## config.mk

```make
export PLATFORM = sky130hd
export DESIGN_NAME = temp_alarm_ctl
export DESIGN_NICKNAME = d
export VERILOG_FILES = /design/src/rtl/temp_alarm_pkg.sv /design/src/rtl/temp_alarm_regs.sv /design/src/rtl/temp_alarm_trip.sv /design/src/rtl/temp_alarm_evt.sv /design/src/rtl/temp_alarm_ctl.sv
export SDC_FILE = /design/constraint.sdc
export NUM_CORES = 1
export LEC_CHECK = 0
export BUFFER_PORTS_ARGS = -buffer_cell sky130_fd_sc_hd__buf_2
export CAP_MARGIN = 10
export CORE_MARGIN = 2
export CORE_UTILIZATION = 35
export CTS_CLUSTER_DIAMETER = 50
export DETAILED_ROUTE_END_ITERATION = 8
export GPL_ROUTABILITY_DRIVEN = 0
export SLEW_MARGIN = 20
export SYNTH_ARGS = -nofsm -noshare
export SYNTH_HDL_FRONTEND = slang
export SYNTH_HIERARCHICAL = 1
export SYNTH_SLANG_ARGS = --single-unit
```

## constraint.sdc

```tcl
create_clock -name clk -period 3.75 [get_ports clk]
set_input_delay 0.1875 -clock clk [delete_from_list [all_inputs] [get_ports clk]]
set_output_delay 0.1875 -clock clk [all_outputs]
set_load 0.02 [all_outputs]
```

## src/rtl/temp_alarm_pkg.sv

```systemverilog
package temp_alarm_pkg;

  typedef enum logic [1:0] {
    SEL_LOWER = 2'd0,
    SEL_UPPER = 2'd1,
    SEL_CRIT  = 2'd2,
    SEL_CFG   = 2'd3
  } reg_sel_e;

  localparam int NTRIP    = 3;
  localparam int T_LO     = 0;
  localparam int T_UP     = 1;
  localparam int T_CR     = 2;

  localparam int CB_HYST  = 0;
  localparam int CB_EN    = 3;
  localparam int CB_AHIGH = 4;
  localparam int CB_IRQ   = 5;
  localparam int CB_CONLY = 6;
  localparam int CB_CLR   = 7;
  localparam int CB_LOCK  = 8;
  localparam int CFG_BITS = 9;

  typedef struct packed {
    logic       lock;
    logic       crit_only;
    logic       irq_mode;
    logic       act_high;
    logic       evt_en;
    logic [2:0] hyst_sel;
  } cfg_t;

  // Release offset in LSB counts; frac = number of fractional bits.
  function automatic int hyst_lsb(input logic [2:0] sel, input int frac);
    case (sel)
      3'd2:    return 3 << (frac - 1);
      3'd3:    return 3 << frac;
      3'd4:    return 3 << (frac + 1);
      default: return 0;
    endcase
  endfunction

endpackage

```

## src/rtl/temp_alarm_regs.sv

```systemverilog
module temp_alarm_regs
  import temp_alarm_pkg::*;
#(
  parameter int TW = 11,
  parameter int DW = 11
) (
  input  logic                       clk,
  input  logic                       rst,
  input  logic                       wr_en,
  input  logic [1:0]                 wr_sel,
  input  logic [DW-1:0]              wr_data,
  output logic [NTRIP-1:0][TW-1:0]   lim,
  output cfg_t                       cfg,
  output logic                       clr_stb
);

  logic cfg_wr;
  assign cfg_wr  = wr_en && (wr_sel == SEL_CFG);
  // clear acts even when the register file is locked
  assign clr_stb = cfg_wr && wr_data[CB_CLR];

  always_ff @(posedge clk) begin
    if (rst) begin
      lim <= '0;
      cfg <= '0;
    end else if (wr_en && !cfg.lock) begin
      if (cfg_wr) begin
        cfg.hyst_sel  <= wr_data[CB_HYST +: 3];
        cfg.evt_en    <= wr_data[CB_EN];
        cfg.act_high  <= wr_data[CB_AHIGH];
        cfg.irq_mode  <= wr_data[CB_IRQ];
        cfg.crit_only <= wr_data[CB_CONLY];
        cfg.lock      <= wr_data[CB_LOCK];
      end else begin
        for (int i = 0; i < NTRIP; i++) begin
          if (wr_sel == 2'(i)) lim[i] <= wr_data[TW-1:0];
        end
      end
    end
  end

endmodule

```

## src/rtl/temp_alarm_trip.sv

```systemverilog
module temp_alarm_trip #(
  parameter int TW    = 11,
  parameter bit ABOVE = 1'b1
) (
  input  logic          clk,
  input  logic          rst,
  input  logic          smp_vld,
  input  logic [TW-1:0] smp,
  input  logic [TW-1:0] lim,
  input  logic [TW-1:0] hyst,
  output logic          flag
);

  localparam int XW = TW + 2;

  logic signed [XW-1:0] t_x, l_x, h_x, rel_pt;
  logic                 trip, release_ok;

  assign t_x = {{2{smp[TW-1]}}, smp};
  assign l_x = {{2{lim[TW-1]}}, lim};
  assign h_x = {2'b00, hyst};

  generate
    if (ABOVE) begin : g_above
      assign rel_pt     = l_x - h_x;
      assign trip       = t_x > l_x;
      assign release_ok = t_x < rel_pt;
    end else begin : g_below
      assign rel_pt     = l_x + h_x;
      assign trip       = t_x < l_x;
      assign release_ok = t_x > rel_pt;
    end
  endgenerate

  always_ff @(posedge clk) begin
    if (rst) begin
      flag <= 1'b0;
    end else if (smp_vld) begin
      if (trip)            flag <= 1'b1;
      else if (release_ok) flag <= 1'b0;
    end
  end

endmodule

```

## src/rtl/temp_alarm_evt.sv

```systemverilog
module temp_alarm_evt #(
  parameter int NT = 3
) (
  input  logic          clk,
  input  logic          rst,
  input  logic [NT-1:0] flags,
  input  logic          crit_flag,
  input  logic          crit_only,
  input  logic          irq_mode,
  input  logic          evt_en,
  input  logic          act_high,
  input  logic          clr_stb,
  output logic          status,
  output logic          pull
);

  logic sel_now, sel_d, rise;

  assign sel_now = crit_only ? crit_flag : |flags;
  assign rise    = sel_now & ~sel_d;

  always_ff @(posedge clk) begin
    if (rst) begin
      sel_d  <= 1'b0;
      status <= 1'b0;
      pull   <= 1'b0;
    end else begin
      sel_d <= sel_now;
      pull  <= evt_en & (act_high ? ~status : status);
      if (!irq_mode)                  status <= sel_now;
      else if (rise)                  status <= 1'b1;
      else if (clr_stb && !crit_flag) status <= 1'b0;
    end
  end

endmodule

```

## src/rtl/temp_alarm_ctl.sv

```systemverilog
module temp_alarm_ctl
  import temp_alarm_pkg::*;
#(
  parameter int TW   = 11,
  parameter int FRAC = 3,
  parameter int DW   = (TW > CFG_BITS) ? TW : CFG_BITS
) (
  input  logic          clk,
  input  logic          rst,
  input  logic          samp_vld,
  input  logic [TW-1:0] samp_code,
  input  logic          wr_en,
  input  logic [1:0]    wr_sel,
  input  logic [DW-1:0] wr_data,
  output logic [TW-1:0] temp_q,
  output logic          flag_lo,
  output logic          flag_hi,
  output logic          flag_crit,
  output logic          evt_status,
  output logic          evt_pull
);

  logic [NTRIP-1:0][TW-1:0] lim;
  logic [NTRIP-1:0]         flags;
  logic [TW-1:0]            hyst;
  cfg_t                     cfg;
  logic                     clr_stb;

  // named views used by the bound checker
  logic          cfg_lock, cfg_en, cfg_irq;
  logic [TW-1:0] lim_lo, lim_up, lim_cr;
  assign cfg_lock = cfg.lock;
  assign cfg_en   = cfg.evt_en;
  assign cfg_irq  = cfg.irq_mode;
  assign lim_lo   = lim[T_LO];
  assign lim_up   = lim[T_UP];
  assign lim_cr   = lim[T_CR];

  temp_alarm_regs #(.TW(TW), .DW(DW)) u_regs (
    .clk     (clk),
    .rst     (rst),
    .wr_en   (wr_en),
    .wr_sel  (wr_sel),
    .wr_data (wr_data),
    .lim     (lim),
    .cfg     (cfg),
    .clr_stb (clr_stb)
  );

  assign hyst = TW'(hyst_lsb(cfg.hyst_sel, FRAC));

  always_ff @(posedge clk) begin
    if (rst)           temp_q <= '0;
    else if (samp_vld) temp_q <= samp_code;
  end

  generate
    for (genvar g = 0; g < NTRIP; g++) begin : g_trip
      temp_alarm_trip #(.TW(TW), .ABOVE(g != T_LO)) u_trip (
        .clk     (clk),
        .rst     (rst),
        .smp_vld (samp_vld),
        .smp     (samp_code),
        .lim     (lim[g]),
        .hyst    (hyst),
        .flag    (flags[g])
      );
    end
  endgenerate

  assign flag_lo   = flags[T_LO];
  assign flag_hi   = flags[T_UP];
  assign flag_crit = flags[T_CR];

  temp_alarm_evt #(.NT(NTRIP)) u_evt (
    .clk       (clk),
    .rst       (rst),
    .flags     (flags),
    .crit_flag (flags[T_CR]),
    .crit_only (cfg.crit_only),
    .irq_mode  (cfg.irq_mode),
    .evt_en    (cfg.evt_en),
    .act_high  (cfg.act_high),
    .clr_stb   (clr_stb),
    .status    (evt_status),
    .pull      (evt_pull)
  );

endmodule

```

==> results of run 1 <==
==> kinds of logic after synthesis <==
kind of cell	synth area share [%]
simple gates	20.4
compound gates	16.7
fa+ha+maj	24.1
buf+inv	5.63
flops	20.4
mux	8.97
xor+xnor	3.69
other cells	0.0659
==> sequential cells by signal, indices dropped and copies added (netlist names) <==
register,flops
u_regs/lim,33
temp_q,11
u_regs/cfg,8
g_trip.u_trip/flag,3
u_evt/pull,1
u_evt/sel_d,1
u_evt/status,1
==> routing by layer <==
layer	vias to the layer above	share of wire (%)	GRT usage, %
met5	-	0	0
met4	0	0.61	3.26
met3	8	4.3	3.55
met2	84	42	25.8
met1	2163	53	24.9
li1	2426	-	-
==> critical path: stages (launching register included) <==
cell and delay, ns:
dfxtp_1 0.38, and2b_1 0.21, nor2b_2 0.25, inv_1 0.08, ha_1 0.33, nor2b_4 0.15
o31a_1 0.26, or3_4 0.36, a311oi_4 0.29, o2bb2ai_1 0.12, ha_1 0.31, nand4_1 0.13
o2111ai_1 0.13, a21oi_1 0.17, o41ai_1 0.10, a22o_1 0.21
==> final cells by class <==
cell class                      instances  area, um^2  share of cell area (%)
Multi-Input combinational cell        526        4320                    66.1
Sequential cell                        58        1160                    17.8
Tap cell                              216         270                    4.14
Inverter                               67         251                    3.85
Clock buffer                           11         243                    3.72
Timing Repair Buffer                   46         238                    3.64
Clock inverter                          5        53.8                   0.823
==> path summary, 6_finish.rpt <==
path | startpoint | endpoint | depth (start not counted) | slack, ns
setup / recovery | u_regs/cfg[1] | g_trip[2].u_trip/flag | 15 | 0.15
hold / removal | wr_data[8] | u_regs/cfg[7] | 3 | 0.16
setup reg to reg | u_regs/cfg[1] | g_trip[2].u_trip/flag | 15 | 0.15
hold reg to reg | u_evt/sel_d | u_evt/status | 2 | 0.47
==> repair_timing <==
item / in CTS / in global routing
endpoints found under the setup margin: 0 / 3
resized for setup: 0 / 3
hold buffers: 0 / 0
==> power by group <==
group	switching (uW)	total, uW	internal (uW)
clock network	303	833	530
registers	28.8	675	646
logic	324	590	266
==> cell usage after synthesis (all sizes together) (4+ instances only) <==
cell type / count
xnor2: 13
o211ai: 4
nand4: 11
a311oi: 6
xor2: 11
o21a: 10
or3: 6
a21oi: 19
buf: 6
a211oi: 4
nor3: 11
dfxtp: 58
o31a: 5
nor2: 34
nand2b: 63
nor3b: 7
nand3: 10
ha: 105
mux2i: 51
a21o: 14
inv: 67
o21bai: 4
o21ai: 26
nor2b: 13
clkbuf: 7
nand2: 16
==> through the flow <==
step	cell area (um^2)	instances
2_1_floorplan	5780	664
3_3_place_gp	6220	913
3_5_place_dp	6220	913
4_1_cts	6520	929
5_1_grt	6530	929
6_report	6530	929
==> flow_summary_export.csv, run 1 <==
group,metric,value,unit
yosys,yosysWarnings,6,
placed_design,io_buffers,43,
cells_and_area,final_util,41.1,%
yosys,netlist.area_leader.share,23.1,%
yosys,syn_inst,640,
power,pwr_density_cell,321,mW/mm^2
yosys,synth_edf_count,0,
global_routing,grt_usage,17.0,%
cts,h-tree-depth,3,
global_routing,overflow,0,
sta,final_max_slew_viol_count,0,
die,coreArea,0.0159,mm^2
drt,vias,4681,
worst_setup_path,cp-end-kind,"register",
power,leakage,0.00297,uW
placed_design,post-dp-hpwl,11300,um
global_routing,grt_max_degree,55,
cells_and_area,n_antenna_cell,0,
flow_run,drv_cap,0,
yosys,synth.top_cells.by_area,"ha_1, dfxtp_1, mux2i_1",
drt,drt_iter0_drc,241,
cts,cts_tree,"done",
cells_and_area,final_common_cell,"ha_1",
cts,postCtsSetupBuffers,0,
drt,wl,14500,um
cts,numCtsBuffers,9,
sta,finClkSkew,0.00615,ns
sta,fmax,278,MHz
yosys,async_reset_ff_share,0,%
drt,viasPerCell,5.04,
yosys,ys_types,70,
cts,clk_latency,0.34,ns
die,die_h,132,um
global_routing,antenna_found_initial,0,
yosys,ys.flop_type,"dfxtp_1",
sta,fin_crit_sh,95.9,%
cells_and_area,layout.cells.most_common_list,"ha_1, inv_1, nand2b_1, dfxtp_1, mux2i_1",
min_path,hp-class,"in2reg",
cts,clkTransAtPathRegs,0.05,ns
yosys,yosys.area.top_type,"ha_1",
cts,cts-root-buf,"clkbuf_16",
worst_setup_path,crit_arrival,3.82,ns
worst_setup_path,cp-start-kind,"register",
die,io_pins,44,
die,die_x,132,um
yosys,synth_seq_area_share,20.4,%
sta,setup_violations,0,
drt,wl_per_cell,15.6,um
drt,firstDrtPassIters,7,
yosys,yosys_register_bits,58,
die,num_rows,46,
sta,holdWs,0.160,ns
sta,slew_headroom,40.8,%
cells_and_area,fill_cells,1650,
cells_and_area,area_growth_syn_to_layout,14.7,%
sta,finalSetupTns,0,ns
cells_and_area,layout-drive-gt1-share,12.8,%
worst_setup_path,critPathRequiredTime,3.97,ns
cts,cts_sinks,58,
drt,final_antenna_net_count,0,
sta,finalHoldViolations,0,
outcome,status,"completed",
sta,worstMarginPinSlew,0.888,ns
sta,fin_crit,3.60,ns
sta,fin_ws,0.155,ns
placed_design,post-place-ws,0.108,ns
power,irDropWorstVdd,218,uV
cells_and_area,final_nets,844,
die,start_util,35.8,%
die,die_area,0.0173,mm^2
yosys,syn-cell-area,0.00569,mm^2
yosys,syn_avg_cell_area,8.90,um^2
cts,clk_path_buf_depth,2,
global_routing,grt_pass1_wl,23600,um
worst_setup_path,path_class,"reg2reg",
global_routing,grt_pass1_vias,4452,
drt,drcViolationCount,0,
worst_setup_path,path_max_fanout,4,
power,power.total,2100,uW
Note: power is estimated with default switching activity, not from simulation.
==> run 2, diff against run 1 <==
--- a/config.mk
+++ b/config.mk
@@ -9,7 +9,9 @@
 export CAP_MARGIN = 10
 export CORE_MARGIN = 2
 export CORE_UTILIZATION = 35
+export CTS_BUF_LIST = sky130_fd_sc_hd__clkbuf_8
 export CTS_CLUSTER_DIAMETER = 50
+export CTS_CLUSTER_SIZE = 24
 export DETAILED_ROUTE_END_ITERATION = 8
 export GPL_ROUTABILITY_DRIVEN = 0
 export SLEW_MARGIN = 20
==> flow_summary_export.csv, run 2 (same netlist as run 1, synthesis figures left out) <==
group,metric,value,unit
outcome,status,"completed",
die,die_h,132,um
die,die_area,0.0173,mm^2
power,power.total,1860,uW
worst_setup_path,r2r-end,"g_trip[2].u_trip/flag",
sta,finalHoldViolations,0,
die,start_util,35.8,%
cells_and_area,area_growth_syn_to_layout,13.1,%
die,die_x,132,um
cts,postCtsSetupBuffers,0,
cells_and_area,largest_registers,"u_regs/lim: 33 flops, temp_q: 11 flops, u_regs/cfg: 8 flops",
worst_setup_path,cp-start-kind,"register",
cells_and_area,regMostFlops,"u_regs/lim",
cells_and_area,final_nets,844,
sta,fin_ws,0.199,ns
worst_setup_path,critPathRequiredTime,3.99,ns
drt,drt_iter0_drc,271,
min_path,hp-class,"in2reg",
cells_and_area,seq_area,0.00116,mm^2
sta,slew_headroom,40.0,%
sta,finClkSkew,0.00868,ns
cells_and_area,multi_input_area,0.00432,mm^2
drt,wl,14400,um
cts,clk_path_buf_depth,2,
drt,viasPerCell,4.98,
global_routing,overflow,0,
cells_and_area,n_antenna_cell,0,
sta,fin_crit,3.55,ns
drt,vias,4622,
worst_setup_path,max_stage_delay,0.38,ns
worst_setup_path,worst-r2r-cell-count,15,
sta,final_max_slew_viol_count,0,
cts,h-tree-depth,3,
global_routing,grt_usage,17.1,%
die,io_pins,44,
placed_design,io_buffers,43,
worst_setup_path,critical_path.startpoint,"u_regs/cfg[1]",
placed_design,post-place-ws,0.108,ns
sta,holdWs,0.128,ns
worst_setup_path,setup.worst_path.end,"g_trip[2].u_trip/flag",
global_routing,antenna_found_initial,0,
drt,firstDrtPassIters,5,
sta,rsz0062_at_grt,"yes",
cells_and_area,final_common_cell,"ha_1",
cells_and_area,layout-drive-gt1-share,12.8,%
cts,cts_sinks,58,
cts,cts-root-buf,"clkbuf_8",
worst_setup_path,path_depth,15,
worst_setup_path,crit_slowest_cell,"dfxtp_1",
sta,worstMarginPinSlew,0.899,ns
global_routing,grt_pass1_vias,4466,
cts,clk_latency,0.35,ns
worst_setup_path,crit_arrival,3.79,ns
drt,drcViolationCount,0,
die,coreArea,0.0159,mm^2
worst_setup_path,cp_top_family,"compound AO/OA/AOI/OAI gates",
flow_run,drv_cap,0,
sta,setup_violations,0,
drt,final_antenna_net_count,0,
worst_setup_path,path_class,"reg2reg",
global_routing,grt_pass1_wl,23700,um
sta,fin_crit_sh,94.7,%
sta,finalSetupTns,0,ns
cells_and_area,layout.cells.most_common_list,"ha_1, inv_1, nand2b_1, dfxtp_1, mux2i_1",
power,leakage,0.00293,uW
cts,numCtsBuffers,9,
cells_and_area,largest_register_ffs,33,
placed_design,post-dp-hpwl,11300,um
worst_setup_path,critPathBufInv,1,
power,pwr_density_cell,288,mW/mm^2
power,irDropWorstVdd,180,uV
min_path,holdCritStartpoint,"wr_data[8]",
cts,cts_tree,"done",
worst_setup_path,r2r_start,"u_regs/cfg[1]",
drt,wl_per_cell,15.5,um
worst_setup_path,r2r_setup_slack,0.20,ns
worst_setup_path,crit_chain,"and2b_1, nor2b_4, inv_1, ha_1, nor2b_4, o31a_1, or3_4, a311oi_4, o2bb2ai_1, ha_1, nand4_1, o2111ai_1, a21oi_1, o41ai_1, a22o_1",
global_routing,grt_max_degree,55,
worst_setup_path,path_max_fanout,4,
die,num_rows,46,
sta,fmax,282,MHz
cts,clkTransAtPathRegs,0.07,ns
cells_and_area,fill_cells,1660,
worst_setup_path,cp-end-kind,"register",
## run 2: cell types whose count changed in the layout (fill, tap and decap cells not counted)
cell | before | now
nor2b_4 | 3 | 4
clkbuf_1 | 1 | 0
clkbuf_16 | 9 | 0
clkbuf_8 | 1 | 10
inv_1 | 67 | 68
nor2b_2 | 1 | 0
## run 2: worst min path at each step
stage / endpoint / slack [ns] / cells after the start
global placement: u_evt/status / 0.46 / 2
global route: u_regs/cfg[7] / 0.15 / 3
floorplan: temp_q[6] / 0.26 / 1
finish: u_regs/cfg[7] / 0.13 / 3
detailed placement: u_evt/status / 0.46 / 2
CTS: u_regs/cfg[7] / 0.11 / 3
## run 2: cell type report
type,instances,share of cell area [%]
multi-input cells,526,67.1
inverters,67,3.91
repair buffers,46,3.69
clock buffers,10,2.14
clock inverters,6,0.894
well taps,216,4.20
flip-flops and latches,58,18.0
## run 2: power by group
part	internal (uW)	total (uW)	switching, uW
registers	645	674	29.0
clock network	320	593	273
logic	266	590	324
total	1230	1860	625
## run 2: routing by layer
| metal | share of wire, % | GRT usage, % |
|---|---|---|
| met2 | 42 | 25.6 |
| met5 | 0 | 0 |
| met4 | 0.59 | 3.86 |
| met1 | 53 | 25.0 |
| met3 | 4.8 | 3.55 |
## run 2: through the flow
step / instance area (um^2) / util [%] / cells
after floorplan: 5780 / - / 664
after global placement: 6220 / 39.2 / 913
after detailed placement: 6220 / 39.2 / 913
after CTS: 6420 / 40.4 / 929
after global routing: 6440 / 40.5 / 929
final: 6440 / 40.5 / 929
## run 2: worst register-to-register path: cells and delay by family (launching register included)
family	cells	cell delay, ns
AO/OA/AOI/OAI	7	1.28
adder cells (fa/ha/maj)	2	0.65
buffers and inverters	1	0.06
flip-flops	1	0.38
AND/OR/NAND/NOR	5	1.06
## run 2: what timing repair did
action / in CTS / in global routing
resized for setup: 0 / 4
setup endpoints to repair: 0 / 3
hold buffers: 0 / 0
==> run 3, diff against run 2 <==
--- a/config.mk
+++ b/config.mk
@@ -8,12 +8,12 @@
 export BUFFER_PORTS_ARGS = -buffer_cell sky130_fd_sc_hd__buf_2
 export CAP_MARGIN = 10
 export CORE_MARGIN = 2
-export CORE_UTILIZATION = 35
-export CTS_BUF_LIST = sky130_fd_sc_hd__clkbuf_8
+export CORE_UTILIZATION = 55
 export CTS_CLUSTER_DIAMETER = 50
 export CTS_CLUSTER_SIZE = 24
 export DETAILED_ROUTE_END_ITERATION = 8
 export GPL_ROUTABILITY_DRIVEN = 0
+export PLACE_DENSITY = 0.74
 export SLEW_MARGIN = 20
 export SYNTH_ARGS = -nofsm -noshare
 export SYNTH_HDL_FRONTEND = slang
==> flow_summary_export.csv, run 3 (same netlist as run 1, synthesis figures left out) <==
group,metric,value,unit
worst_setup_path,cp_top_family,"compound AO/OA/AOI/OAI gates",
placed_design,post-dp-hpwl,10900,um
drt,drcViolationCount,0,
min_path,hp-class,"in2reg",
drt,wl_per_cell,16.3,um
global_routing,grt_max_degree,49,
cells_and_area,layout.cells.non_filler,848,
flow_run,drv_cap,0,
cells_and_area,area_growth_syn_to_layout,11.6,%
cts,cts_sinks,58,
global_routing,overflow,0,
die,io_pins,44,
sta,fin_crit_sh,94.4,%
cells_and_area,largest_registers,"u_regs/lim: 33 flops, temp_q: 11 flops, u_regs/cfg: 8 flops",
worst_setup_path,critPathRequiredTime,4.00,ns
cells_and_area,regMostFlops,"u_regs/lim",
sta,rsz0062_at_grt,"no",
cts,h-tree-depth,3,
die,die_h,106,um
drt,wl,13800,um
power,irDropWorstVdd,205,uV
worst_setup_path,path_max_fanout,4,
global_routing,grt_usage,26.0,%
worst_setup_path,cpMostUsedCell,"ha_1",
sta,finalHoldViolations,0,
placed_design,dpl.cell_count,832,
worst_setup_path,cp-start-kind,"register",
cells_and_area,n_antenna_cell,0,
die,num_rows,37,
drt,vias,4789,
cts,clkTransAtPathRegs,0.07,ns
sta,fin_crit,3.54,ns
cts,clk_latency,0.35,ns
cts,postCtsSetupBuffers,0,
outcome,status,"completed",
min_path,holdPathStages,3,
worst_setup_path,path_class,"reg2reg",
die,die_x,106,um
cells_and_area,final_nets,843,
sta,final_max_slew_viol_count,0,
drt,firstDrtPassIters,4,
cts,cts-root-buf,"clkbuf_8",
cts,hold_buffers,0,
power,pwr_density_cell,311,mW/mm^2
global_routing,grt_pass1_vias,4698,
worst_setup_path,path_depth,15,
worst_setup_path,critPathBufInv,1,
worst_setup_path,cp-end-kind,"register",
die,coreArea,0.0102,mm^2
die,die_area,0.0112,mm^2
sta,slew_headroom,48.3,%
drt,final_antenna_net_count,0,
worst_setup_path,max_stage_delay,0.39,ns
cells_and_area,layout.cells.most_common_list,"ha_1, inv_1, nand2b_1, dfxtp_1, mux2i_1",
worst_setup_path,crit_slowest_cell,"dfxtp_1",
cts,numCtsBuffers,9,
placed_design,io_buffers,43,
sta,finalSetupTns,0,ns
drt,drt_iter0_drc,192,
die,start_util,55.9,%
drt,viasPerCell,5.65,
cts,cts_tree,"done",
sta,fmax,283,MHz
cells_and_area,layout-drive-gt1-share,12.4,%
sta,finClkSkew,0.0126,ns
cells_and_area,fill_cells,919,
worst_setup_path,worst-r2r-cell-count,15,
global_routing,grt_pass1_wl,23100,um
cells_and_area,largest_register_ffs,33,
cts,clk_path_buf_depth,2,
cells_and_area,final_common_cell,"ha_1",
global_routing,antenna_found_initial,0,
worst_setup_path,crit_arrival,3.78,ns
sta,setup_violations,0,
power,leakage,0.00293,uW
sta,worstMarginPinSlew,0.776,ns
worst_setup_path,crit_chain,"and2b_1, nor2b_2, inv_1, ha_1, nor2b_4, o31a_1, or3_4, a311oi_4, o2bb2ai_1, ha_1, nand4_1, o2111ai_1, a21oi_1, o41ai_1, a22o_1",
## run 3: cell count changes in the layout (fill, tap and decap cells not counted), sizes merged
cell,change
buf,-1
clkinvlp,+1
bufinv,+2
clkinv,-3
inv,-1
clkbuf,+1
## run 3: repair_timing
| item | 4_1_cts | 5_1_grt |
|---|---|---|
| setup endpoints to repair | 0 | 3 |
| gates resized for setup | 0 | 2 |
| endpoints found under the hold margin | 0 | 0 |
## run 3: report_power, final
group | total (uW) | internal (uW) | leakage, uW | switching, uW
registers | 674 | 646 | 0.000474 | 28.1
logic | 592 | 265 | 0.00234 | 327
clock network | 710 | 441 | 0.000114 | 270
## run 3: metrics by stage
step           setup slack [ns]  power, uW  hold WS (ns)  utilization (%)  area (um^2)
6_report                  0.211       1980         0.155             62.4         6360
5_1_grt                 0.00394       2100         0.177             62.4         6360
4_1_cts                   0.151       1980         0.143             62.3         6350
3_5_place_dp              0.157       1270         0.474             60.0         6120
3_3_place_gp              0.302       1240         0.459             60.0         6120
2_1_floorplan             0.485       1110         0.260                -         5780
## run 3: worst min-delay path: cells and delay by family
kind | cells | cell delay (ns)
compound gates | 1 | 0.09
buf+inv | 1 | 0.09
simple gates | 1 | 0.09
## run 3: path summary, 6_finish.rpt
check	from	to	slack, ns
max reg2reg	u_regs/cfg[1]	g_trip[2].u_trip/flag	0.21
min	wr_data[8]	u_regs/cfg[7]	0.16
min reg2reg	u_regs/cfg[3]	u_evt/pull	0.48
max	u_regs/cfg[1]	g_trip[2].u_trip/flag	0.21
## run 3: routing by layer
metal	track usage [%]	up-vias	share of wire, %
met5	0	-	0
met4	7.61	0	2.2
met3	4.21	28	4.1
met2	43.5	104	46
met1	34.7	2243	47
li1	-	2414	-
## run 3: area by class of cell
class / count / area [um^2] / share of cell area, %
inverters: 67 / 251 / 3.96
multi-input cells: 526 / 4310 / 67.8
clock inverters: 5 / 103 / 1.61
clock buffers: 11 / 131 / 2.07
repair buffers: 45 / 230 / 3.62
well taps: 136 / 170 / 2.68
flip-flops and latches: 58 / 1160 / 18.3
